<file path="src/rtl/dma3d_pkg.sv">
package dma3d_pkg;

    localparam int OPT_SRC_CONST = 0;
    localparam int OPT_DST_CONST = 1;
    localparam int OPT_FRAME_SYNC = 2;
    localparam int OPT_FW_LO = 8;
    localparam int OPT_FW_W = 3;
    localparam int OPT_CODE_LO = 12;
    localparam int OPT_CODE_W = 6;
    localparam int OPT_DONE_EN = 20;

    typedef enum logic [1:0] {
        S_IDLE,
        S_WAIT,
        S_ISSUE,
        S_FINISH
    } seq_state_e;

endpackage

</file>
<file path="src/rtl/dma3d_count_ctl.sv">
module dma3d_count_ctl #(
    parameter int CW = 16
) (
    input  logic          clk,
    input  logic          rst_n,
    input  logic          load,
    input  logic          frame_sync,
    input  logic [CW-1:0] bcnt,
    input  logic [CW-1:0] ccnt,
    input  logic [CW-1:0] reload,
    input  logic          step,
    input  logic          active,
    output logic          last_arr,
    output logic          last_blk
);
    logic [CW-1:0] brem_q, crem_q, bcnt_q, rld_q;
    logic          fsync_q;
    logic [CW-1:0] next_frame_cnt;

    // a zero reload falls back to the loaded arrays-per-frame count.
    always_comb begin
        if (fsync_q)
            next_frame_cnt = bcnt_q;
        else if (rld_q == '0)
            next_frame_cnt = bcnt_q;
        else
            next_frame_cnt = rld_q;
    end

    assign last_arr = (brem_q == CW'(1));
    assign last_blk = last_arr && (crem_q == CW'(1));

    always_ff @(posedge clk or negedge rst_n) begin
        if (!rst_n) begin
            brem_q  <= '0;
            crem_q  <= '0;
            bcnt_q  <= '0;
            rld_q   <= '0;
            fsync_q <= 1'b0;
        end else if (load) begin
            brem_q  <= bcnt;
            crem_q  <= ccnt;
            bcnt_q  <= bcnt;
            rld_q   <= reload;
            fsync_q <= frame_sync;
        end else if (step) begin
            if (!last_arr) begin
                brem_q <= brem_q - CW'(1);
            end else if (crem_q != CW'(1)) begin
                crem_q <= crem_q - CW'(1);
                brem_q <= next_frame_cnt;
            end
        end
    end

    // counts stay nonzero while a block is armed
    p_counts_live_r2: assert property (@(posedge clk) disable iff (!rst_n)
        active |-> (brem_q != '0) && (crem_q != '0));

endmodule

</file>
<file path="src/rtl/dma3d_addr_side.sv">
module dma3d_addr_side #(
    parameter int AW = 32,
    parameter int SW = 16
) (
    input  logic          clk,
    input  logic          rst_n,
    input  logic          load,
    input  logic [AW-1:0] base,
    input  logic          hold_const,
    input  logic          frame_sync,
    input  logic [SW-1:0] arr_stride,
    input  logic [SW-1:0] frm_stride,
    input  logic          step,
    input  logic          frame_end,
    output logic [AW-1:0] addr
);
    localparam int EXT = AW - SW;

    logic [AW-1:0] cur_q, frm_q;
    logic [SW-1:0] as_q, fs_q;
    logic          const_q;
    logic [AW-1:0] as_ext, fs_ext, frame_anchor, next_frame;

    // sign extension of both strides
    assign as_ext = {{EXT{as_q[SW-1]}}, as_q};
    assign fs_ext = {{EXT{fs_q[SW-1]}}, fs_q};

    // anchor is the last array (array sync) or the frame start (frame sync)
    assign frame_anchor = frame_sync ? frm_q : cur_q;
    assign next_frame = frame_anchor + fs_ext;
    assign addr = cur_q;

    always_ff @(posedge clk or negedge rst_n) begin
        if (!rst_n) begin
            cur_q   <= '0;
            frm_q   <= '0;
            as_q    <= '0;
            fs_q    <= '0;
            const_q <= 1'b0;
        end else if (load) begin
            cur_q   <= base;
            frm_q   <= base;
            as_q    <= arr_stride;
            fs_q    <= frm_stride;
            const_q <= hold_const;
        end else if (step && !const_q) begin
            if (frame_end) begin
                cur_q <= next_frame;
                frm_q <= next_frame;
            end else begin
                cur_q <= cur_q + as_ext;
            end
        end
    end

    // a constant side never moves between loads
    p_const_hold_r7: assert property (@(posedge clk) disable iff (!rst_n)
        (const_q && !load) |=> $stable(addr));

endmodule

</file>
<file path="src/rtl/dma3d_seq.sv">
module dma3d_seq
    import dma3d_pkg::*;
#(
    parameter int AW = 32,
    parameter int CW = 16
) (
    input  logic                  clk,
    input  logic                  rst_n,
    input  logic                  cfg_load,
    input  logic [31:0]           cfg_opt,
    input  logic [AW-1:0]         cfg_src,
    input  logic [AW-1:0]         cfg_dst,
    input  logic [2*CW-1:0]       cfg_ab_cnt,
    input  logic [CW-1:0]         cfg_c_cnt,
    input  logic [2*CW-1:0]       cfg_a_stride,
    input  logic [2*CW-1:0]       cfg_f_stride,
    input  logic [CW-1:0]         cfg_reload,
    input  logic                  sync_evt,
    output logic                  beat_valid,
    output logic [AW-1:0]         beat_src,
    output logic [AW-1:0]         beat_dst,
    output logic [CW-1:0]         beat_bytes,
    output logic [OPT_FW_W-1:0]   beat_fifo_w,
    output logic                  busy,
    output logic                  done_pulse,
    output logic [OPT_CODE_W-1:0] done_code
);
    localparam int NSIDE = 2;

    seq_state_e state_q, state_d;
    logic       pend_q;
    logic       fsync_q, done_en_q;
    logic [CW-1:0]         acnt_q;
    logic [OPT_FW_W-1:0]   fw_q;
    logic [OPT_CODE_W-1:0] code_q;

    logic [CW-1:0] f_acnt, f_bcnt;
    logic load_ok, go, step, last_arr, last_blk, frame_end, armed;

    logic [AW-1:0] side_base  [NSIDE];
    logic [CW-1:0] side_as    [NSIDE];
    logic [CW-1:0] side_fs    [NSIDE];
    logic          side_const [NSIDE];
    logic [AW-1:0] side_addr  [NSIDE];

    logic unused_opt;
    assign unused_opt = ^{cfg_opt[31:21], cfg_opt[11], cfg_opt[7:3]};

    // field split of the count word
    assign f_acnt = cfg_ab_cnt[CW-1:0];
    assign f_bcnt = cfg_ab_cnt[2*CW-1:CW];

    assign load_ok = cfg_load && (state_q == S_IDLE) && (f_acnt != '0) &&
                     (f_bcnt != '0) && (cfg_c_cnt != '0);
    assign go = sync_evt || pend_q;
    assign step = (state_q == S_ISSUE);
    assign frame_end = step && last_arr;
    assign armed = (state_q != S_IDLE);

    // side 0 is the source, side 1 the destination
    assign side_base[0]  = cfg_src;
    assign side_base[1]  = cfg_dst;
    assign side_as[0]    = cfg_a_stride[CW-1:0];
    assign side_as[1]    = cfg_a_stride[2*CW-1:CW];
    assign side_fs[0]    = cfg_f_stride[CW-1:0];
    assign side_fs[1]    = cfg_f_stride[2*CW-1:CW];
    assign side_const[0] = cfg_opt[OPT_SRC_CONST];
    assign side_const[1] = cfg_opt[OPT_DST_CONST];

    generate
        for (genvar s = 0; s < NSIDE; s++) begin : g_side
            dma3d_addr_side #(
                .AW(AW),
                .SW(CW)
            ) u_side (
                .clk        (clk),
                .rst_n      (rst_n),
                .load       (load_ok),
                .base       (side_base[s]),
                .hold_const (side_const[s]),
                .frame_sync (fsync_q),
                .arr_stride (side_as[s]),
                .frm_stride (side_fs[s]),
                .step       (step),
                .frame_end  (frame_end),
                .addr       (side_addr[s])
            );
        end
    endgenerate

    dma3d_count_ctl #(
        .CW(CW)
    ) u_count (
        .clk        (clk),
        .rst_n      (rst_n),
        .load       (load_ok),
        .frame_sync (cfg_opt[OPT_FRAME_SYNC]),
        .bcnt       (f_bcnt),
        .ccnt       (cfg_c_cnt),
        .reload     (cfg_reload),
        .step       (step),
        .active     (armed),
        .last_arr   (last_arr),
        .last_blk   (last_blk)
    );

    // option capture
    always_ff @(posedge clk or negedge rst_n) begin
        if (!rst_n) begin
            fsync_q   <= 1'b0;
            done_en_q <= 1'b0;
            acnt_q    <= '0;
            fw_q      <= '0;
            code_q    <= '0;
        end else if (load_ok) begin
            fsync_q   <= cfg_opt[OPT_FRAME_SYNC];
            done_en_q <= cfg_opt[OPT_DONE_EN];
            acnt_q    <= f_acnt;
            fw_q      <= cfg_opt[OPT_FW_LO +: OPT_FW_W];
            code_q    <= cfg_opt[OPT_CODE_LO +: OPT_CODE_W];
        end
    end

    // held event
    always_ff @(posedge clk or negedge rst_n) begin
        if (!rst_n)
            pend_q <= 1'b0;
        else begin
            unique case (state_q)
                S_ISSUE:  if (sync_evt) pend_q <= 1'b1;
                S_WAIT:   if (go) pend_q <= 1'b0;
                default:  pend_q <= 1'b0;
            endcase
        end
    end

    // state register
    always_ff @(posedge clk or negedge rst_n) begin
        if (!rst_n)
            state_q <= S_IDLE;
        else
            state_q <= state_d;
    end

    // next state
    always_comb begin
        state_d = state_q;
        unique case (state_q)
            S_IDLE:   if (load_ok) state_d = S_WAIT;
            S_WAIT:   if (go) state_d = S_ISSUE;
            S_ISSUE: begin
                if (last_blk)
                    state_d = S_FINISH;
                else if (!fsync_q || last_arr)
                    state_d = S_WAIT;
            end
            S_FINISH: state_d = S_IDLE;
            default:  state_d = S_IDLE;
        endcase
    end

    // outputs
    always_comb begin
        beat_valid  = 1'b0;
        done_pulse  = 1'b0;
        busy        = 1'b1;
        unique case (state_q)
            S_IDLE:   busy = 1'b0;
            S_WAIT:   busy = 1'b1;
            S_ISSUE:  beat_valid = 1'b1;
            S_FINISH: done_pulse = done_en_q;
            default:  busy = 1'b0;
        endcase
    end

    assign beat_src    = side_addr[0];
    assign beat_dst    = side_addr[1];
    assign beat_bytes  = acnt_q;
    assign beat_fifo_w = fw_q;
    assign done_code   = code_q;

    // array sync releases one beat and then stops
    p_single_array_r3: assert property (@(posedge clk) disable iff (!rst_n)
        (beat_valid && !fsync_q) |=> !beat_valid);

    // completion is one cycle, follows a beat, then idle
    p_done_once_r9: assert property (@(posedge clk) disable iff (!rst_n)
        done_pulse |=> (!done_pulse && !busy));
    p_done_after_beat_r9: assert property (@(posedge clk) disable iff (!rst_n)
        $rose(done_pulse) |-> $past(beat_valid));

    // a load with a zero count leaves the block idle
    p_reject_zero_r2: assert property (@(posedge clk) disable iff (!rst_n)
        (cfg_load && !busy && (f_acnt == '0)) |=> !busy);

endmodule

</file>
<file path="config.mk">
export PLATFORM = sky130hd
export DESIGN_NAME = dma3d_seq
export DESIGN_NICKNAME = d
export VERILOG_FILES = /design/src/rtl/dma3d_pkg.sv /design/src/rtl/dma3d_count_ctl.sv /design/src/rtl/dma3d_addr_side.sv /design/src/rtl/dma3d_seq.sv
export SDC_FILE = /design/constraint.sdc
export NUM_CORES = 1
export LEC_CHECK = 0
export BUFFER_PORTS_ARGS = -buffer_cell sky130_fd_sc_hd__buf_2
export CORE_MARGIN = 8
export CORE_UTILIZATION = 34
export DETAILED_ROUTE_END_ITERATION = 16
export GPL_TIMING_DRIVEN = 0
export PLACE_DENSITY = 0.55
export SYNTH_ARGS = -nofsm -noshare
export SYNTH_HDL_FRONTEND = slang
export SYNTH_SLANG_ARGS = --single-unit
</file>
<file path="constraint.sdc">
create_clock -name clk -period 4.9 [get_ports clk]
set_clock_uncertainty 0.15 [all_clocks]
set_input_delay 0.49 -clock clk [delete_from_list [all_inputs] [get_ports clk]]
set_output_delay 0.49 -clock clk [all_outputs]
set_load 0.02 [all_outputs]
</file>
* After elaboration in Yosys (flattened, before gate mapping)
Index checks and enable logic that the tools add are counted.
Word-level totals: flip-flop bits (word level) 288, input port bits 228, output and inout bits 92, word-level logic and storage cells 103
Cells by class: add/sub/neg operators 6, eq/ne operators 11, mux-type cells 35, reduce and logical (&&, ||, !) cells 30
Operators with widths (number):
- $mux W32 | 14
- $mux W16 | 10
- $add A32 B32 Y32 | 4
- $reduce_bool A16 Y1 | 3
- $eq A16 B1 Y1 const B | 2
- $sub A16 B1 Y16 const B | 2
- $logic_not A16 Y1 | 1
- $ne A16 B1 Y1 const B | 1
- $reduce_bool A2 Y1 | 6
- $logic_and A1 B1 Y1 | 8
- $mux W2 | 4
- $pmux W2 S4 | 1
- $reduce_and A2 Y1 | 4
- $reduce_and A3 Y1 | 2
- $mux W1 | 5
- $eq A2 B2 Y1 const B | 2
- $ne A2 B2 Y1 const B | 2
- $logic_not A1 Y1 | 3
- $ne A3 B1 Y1 const B | 1
- $ne A3 B3 Y1 const B | 1
- $eq A2 B1 Y1 const B | 1
- $logic_not A2 Y1 | 1
- $logic_or A1 B1 Y1 | 2
- $ne A2 B1 Y1 const B | 1
- $pmux W1 S2 | 1

* Longest topological paths before layout
depth in word-level cells 7, mapped depth 17, gate-level depth less buffers 14

* Hierarchy
From an unflattened synthesis, not the netlist that was laid out.
Second synthesis, totals: cells, all modules 2241, area, all modules 20597.3 um^2
By module, submodules not included:
- dma3d_addr_side at g_side[1].u_side | times used 1, cells each 917, area an instance 8021.4 um^2, sequential area each 2427.3 um^2
- dma3d_addr_side at g_side[0].u_side | times used 1, cells each 854, area an instance 7658.6 um^2, sequential area each 2427.3 um^2
- dma3d_count_ctl | times used 1, cells each 377, area an instance 3614.7 um^2, sequential area each 1626.6 um^2
- dma3d_seq | times used 1, cells each 93, area an instance 1302.5 um^2, sequential area each 750.7 um^2

* Worst setup path after synthesis
No wires, ideal clock.
kind flip-flop to flip-flop, from register u_count.fsync_q (netlist name), to register g_side[1].u_side.cur_q[30], library setup time 0.120 ns, arrival time 4.206 ns, data required time 4.630 ns, path slack 0.424 ns, cell stages (with the launch flop) 18, buffers on the path 3, period minus slack after synthesis 4.476 ns, path through dfrtp_1 -> clkbuf_1 -> clkbuf_1 -> clkbuf_1 -> mux2_2 -> ha_1 -> fa_1 -> a21oi_1 -> nor2_1 -> or3_1 -> a211o_1 -> a21oi_2 -> o21a_1 -> o21ai_2 -> a311oi_2 -> xor2_1 -> o21a_1 -> a21oi_1
RTL lines:
- end signal, assigned | RTL line dma3d_addr_side.sv:41 | cur_q <= base;
- end signal, assigned | RTL line dma3d_addr_side.sv:48 | cur_q <= next_frame;
- end signal, assigned | RTL line dma3d_addr_side.sv:51 | cur_q <= cur_q + as_ext;
- end, declared | RTL line dma3d_addr_side.sv:19 | logic [AW-1:0] cur_q, frm_q;

==> out/metrics.yaml <==
outcome:
  status: "finished, final reports clean"
drt:
  vias: 19750
  drtPass1Iterations: 6
  ant_nets: 0
  wl_per_cell_um: 23.28
  drt-total-wl_um: 83000
  routed_via_density: 5.539
  drt_iter0_markers: 1557
  drc_errors: 0
logic_synthesis:
  synth_common_cells: "nand2_1 (569), dfrtp_1 (288), a21oi_1 (171)"
  synth_warnings: 0
  ys_types: 81
  yosysMostFrequentCell: "nand2_1"
  async_flop_share_pct: 100.0
  synth_cells: 2342
  yosys_most_used_dff: "dfrtp_1"
  syn-mean-instance-area_sq_um: 8.348
  yosysSeqAreaShare_pct: 36.86
  syn_nets: 2702
  netlist_top_cells_area: "dfrtp_1 (37%), nand2_1 (11%), ha_1 (8.2%)"
  synth-seq-cells: 288
  synth_top_area_share_pct: 36.86
  synth.cell_area_sq_mm: 0.01955
  synth-edff-count: 0
  synth_top_area_cell: "dfrtp_1"
global_route:
  grt_overflow: 0
  antenna_found_initial: 1
  grt_pass1_wl_um: 124800
  grt_start_max_net_pins: 113
  grt_pass1_vias: 20510
  grt_usage_pct: 24.54
placement:
  gp_congestion: 0.9278
  dpl.hpwl_um: 62050
  dp_cells: 3409
  io_buffer_count: 300
die:
  coreArea_sq_mm: 0.05725
  io_pins: 320
  std_cell_rows: 88
  fp.dieW_um: 255.8
  die_h_um: 255.8
  initial_core_util_pct: 34.15
  die-area_sq_mm: 0.06543
cts:
  cts_tree: "done"
  clock_latency_ns: 0.56
  cts_sinks: 288
  clock_path_buffers: 3
  clock-root-buffer: "clkbuf_16"
  htree_num_levels: 2
  clk_pin_slew_ns: 0.06
  cts_buffers: 37
cells_and_area:
  drive_gt1_share_pct: 16.93
  nNetsFinal: 3136
  multi_input_area_sq_mm: 0.01179
  fillers: 5836
  fin_util_pct: 42.27
  area_growth_syn_to_layout_pct: 23.77
  seqCellArea_sq_mm: 0.007208
  instances_no_fill: 3566
job:
  max_cap_violations: 0
timing:
  fmax_mhz: 212.3
  worstMarginPinSlew_ns: 1.231
  slew_violations: 0
  final-hold-violation-count: 0
  min_period_ns: 4.709
  slew_headroom_pct: 17.96
  rsz0062_at_grt: "no"
  period_share_pct: 96.11
  finalSetupViolCount: 0
worst_setup_path:
  end_kind: "register"
  path_max_fanout: 10
  startpoint: "u_count.fsync_q$_DFFE_PN0P_"
  r2r-start: "u_count.fsync_q$_DFFE_PN0P_"
  critPathArrivalTime_ns: 5.01
  cp.required_ns: 5.20
  critPathLaunchType: "register"
  path_class: "register to register"
pwr:
  p_comb_share_pct: 66.2
  powerDensity_mw_per_mm2: 907.6
  power_w: 0.02196
  netSwitchingPower_w: 0.01127
  switching_share_pct: 51.29
  seq_power_share_pct: 21.6
  p_leak_nw: 11.46
  p_int_w: 0.01070
  clockPowerShare_pct: 12.2
  ir_worst_vdd_v: 0.0003631
worst_hold_path:
  min_path_type: "input pin to register"
  worstHoldStart: "cfg_f_stride[2]"
## path summary, 6_finish.rpt
kind | endpoint | slack [ns] | cells past startpoint
max in group asynchronous | g_side[1].u_side.addr[22]$_DFFE_PN0P_ | 3.05 | 3
min in group asynchronous | g_side[0].u_side.as_q[10]$_DFFE_PN0P_ | 0.44 | 2
min | g_side[0].u_side.fs_q[2]$_DFFE_PN0P_ | 0.006 | 3
min reg2reg | g_side[1].u_side.as_q[5]$_DFFE_PN0P_ | 0.33 | 2
max reg2reg | g_side[1].u_side.addr[30]$_DFFE_PN0P_ | 0.19 | 16
max | g_side[1].u_side.addr[30]$_DFFE_PN0P_ | 0.19 | 16
## area by class of cell
| cell class | instances | share of cell area (%) |
|---|---|---|
| Buffer | 112 | 1.861 |
| Antenna cell | 1 | 0.01034 |
| Timing Repair Buffer | 396 | 10.34 |
| Clock buffer | 49 | 4.260 |
| Clock inverter | 14 | 0.5222 |
| Tap cell | 765 | 3.955 |
| Sequential cell | 288 | 29.79 |
| Multi-Input combinational cell | 1905 | 48.70 |
| Inverter | 36 | 0.5584 |
## cells in the final DEF, fill, tap and decap left out, drive strengths merged, types with 20 or more instances in the layout
cell,n
buf,325
inv,37
nand3,28
a21oi,173
o22ai,26
nor4,22
o21ai,177
nor3,21
xnor2,82
mux2,63
dlygate4sd3,92
nor2,159
xor2,54
a21o,71
a22oi,26
a31oi,32
nand2,570
clkbuf,140
ha,128
mux2i,21
a211oi,49
o21a,20
dfrtp,288
## per-layer routing
| metal | up-vias | wire length [um] | global-route usage (%) |
|---|---|---|---|
| met1 | 9448 | 34780 | 31.44 |
| met2 | 906 | 36750 | 38.72 |
| met3 | 196 | 7289 | 6.111 |
| li1 | 9203 | - | - |
| met4 | 0 | 4185 | 11.23 |
| met5 | - | 0 | 0 |
## sequential cells by signal (all words and copies together) (netlist names), 3 cells and up
register	count
u_count.bcnt_q	16
beat_fifo_w	3
g_side.u_side.as_q	32
done_code	6
g_side.u_side.fs_q	32
beat_bytes	16
g_side.u_side.addr	64
u_count.brem_q	16
g_side.u_side.frm_q	64
u_count.crem_q	16
u_count.rld_q	16
## power by group through the flow
stage               clock (W)  combinational [W]  sequential [W]
floorplan                   0            0.00997         0.00474
global placement            0             0.0140         0.00471
detailed placement          0             0.0142         0.00474
CTS                   0.00273             0.0143         0.00473
global route          0.00282             0.0160         0.00488
finish                0.00268             0.0145         0.00475
## what timing repair did
action                                  in CTS  in global routing
buffers inserted                             0                  2
endpoints found under the setup margin      58                 17
resized for setup                            8                  5
hold buffers                                92                  0
endpoints found under the hold margin      191                  0
pin swaps                                    0                  0
gates cloned                                 0                  0
## per-stage QoR
stage                     cell area (sq um)  setup WS [ns]  TNS (ns)  hold WS (ns)
after global placement                22010         -2.619   -770.06        0.3015
after floorplan                       19550         0.4236         0       0.04441
after detailed placement              22080         -1.006    -25.49        0.3084
final                                 24200         0.1907         0      0.006414
after global routing                  24200      0.0002554         0       0.01057
after CTS                             24170       0.008277         0     0.0006656
## cell families after synthesis
family	Yosys count	share of synthesized area, %
simple gates	882	18.95
compound gates	671	21.86
flops	288	36.86
buf+inv	149	2.931
xor+xnor	136	6.092
fa+ha+maj	132	8.601
mux	84	4.704
## worst max-delay path, stage by stage, from the launching register on
cell and delay (ns):
dfrtp_2 0.43, clkbuf_8 0.21, buf_4 0.25, mux2_2 0.36, ha_1 0.22, fa_1 0.45, a21oi_1 0.24, nor2_1 0.09
or3_1 0.41, a211o_1 0.37, a21oi_2 0.24, o21a_1 0.24, o21ai_2 0.12, a311oi_2 0.30, xor2_1 0.27, o21a_1 0.15
a21oi_1 0.06
Note: power is estimated with default switching activity, not from simulation.
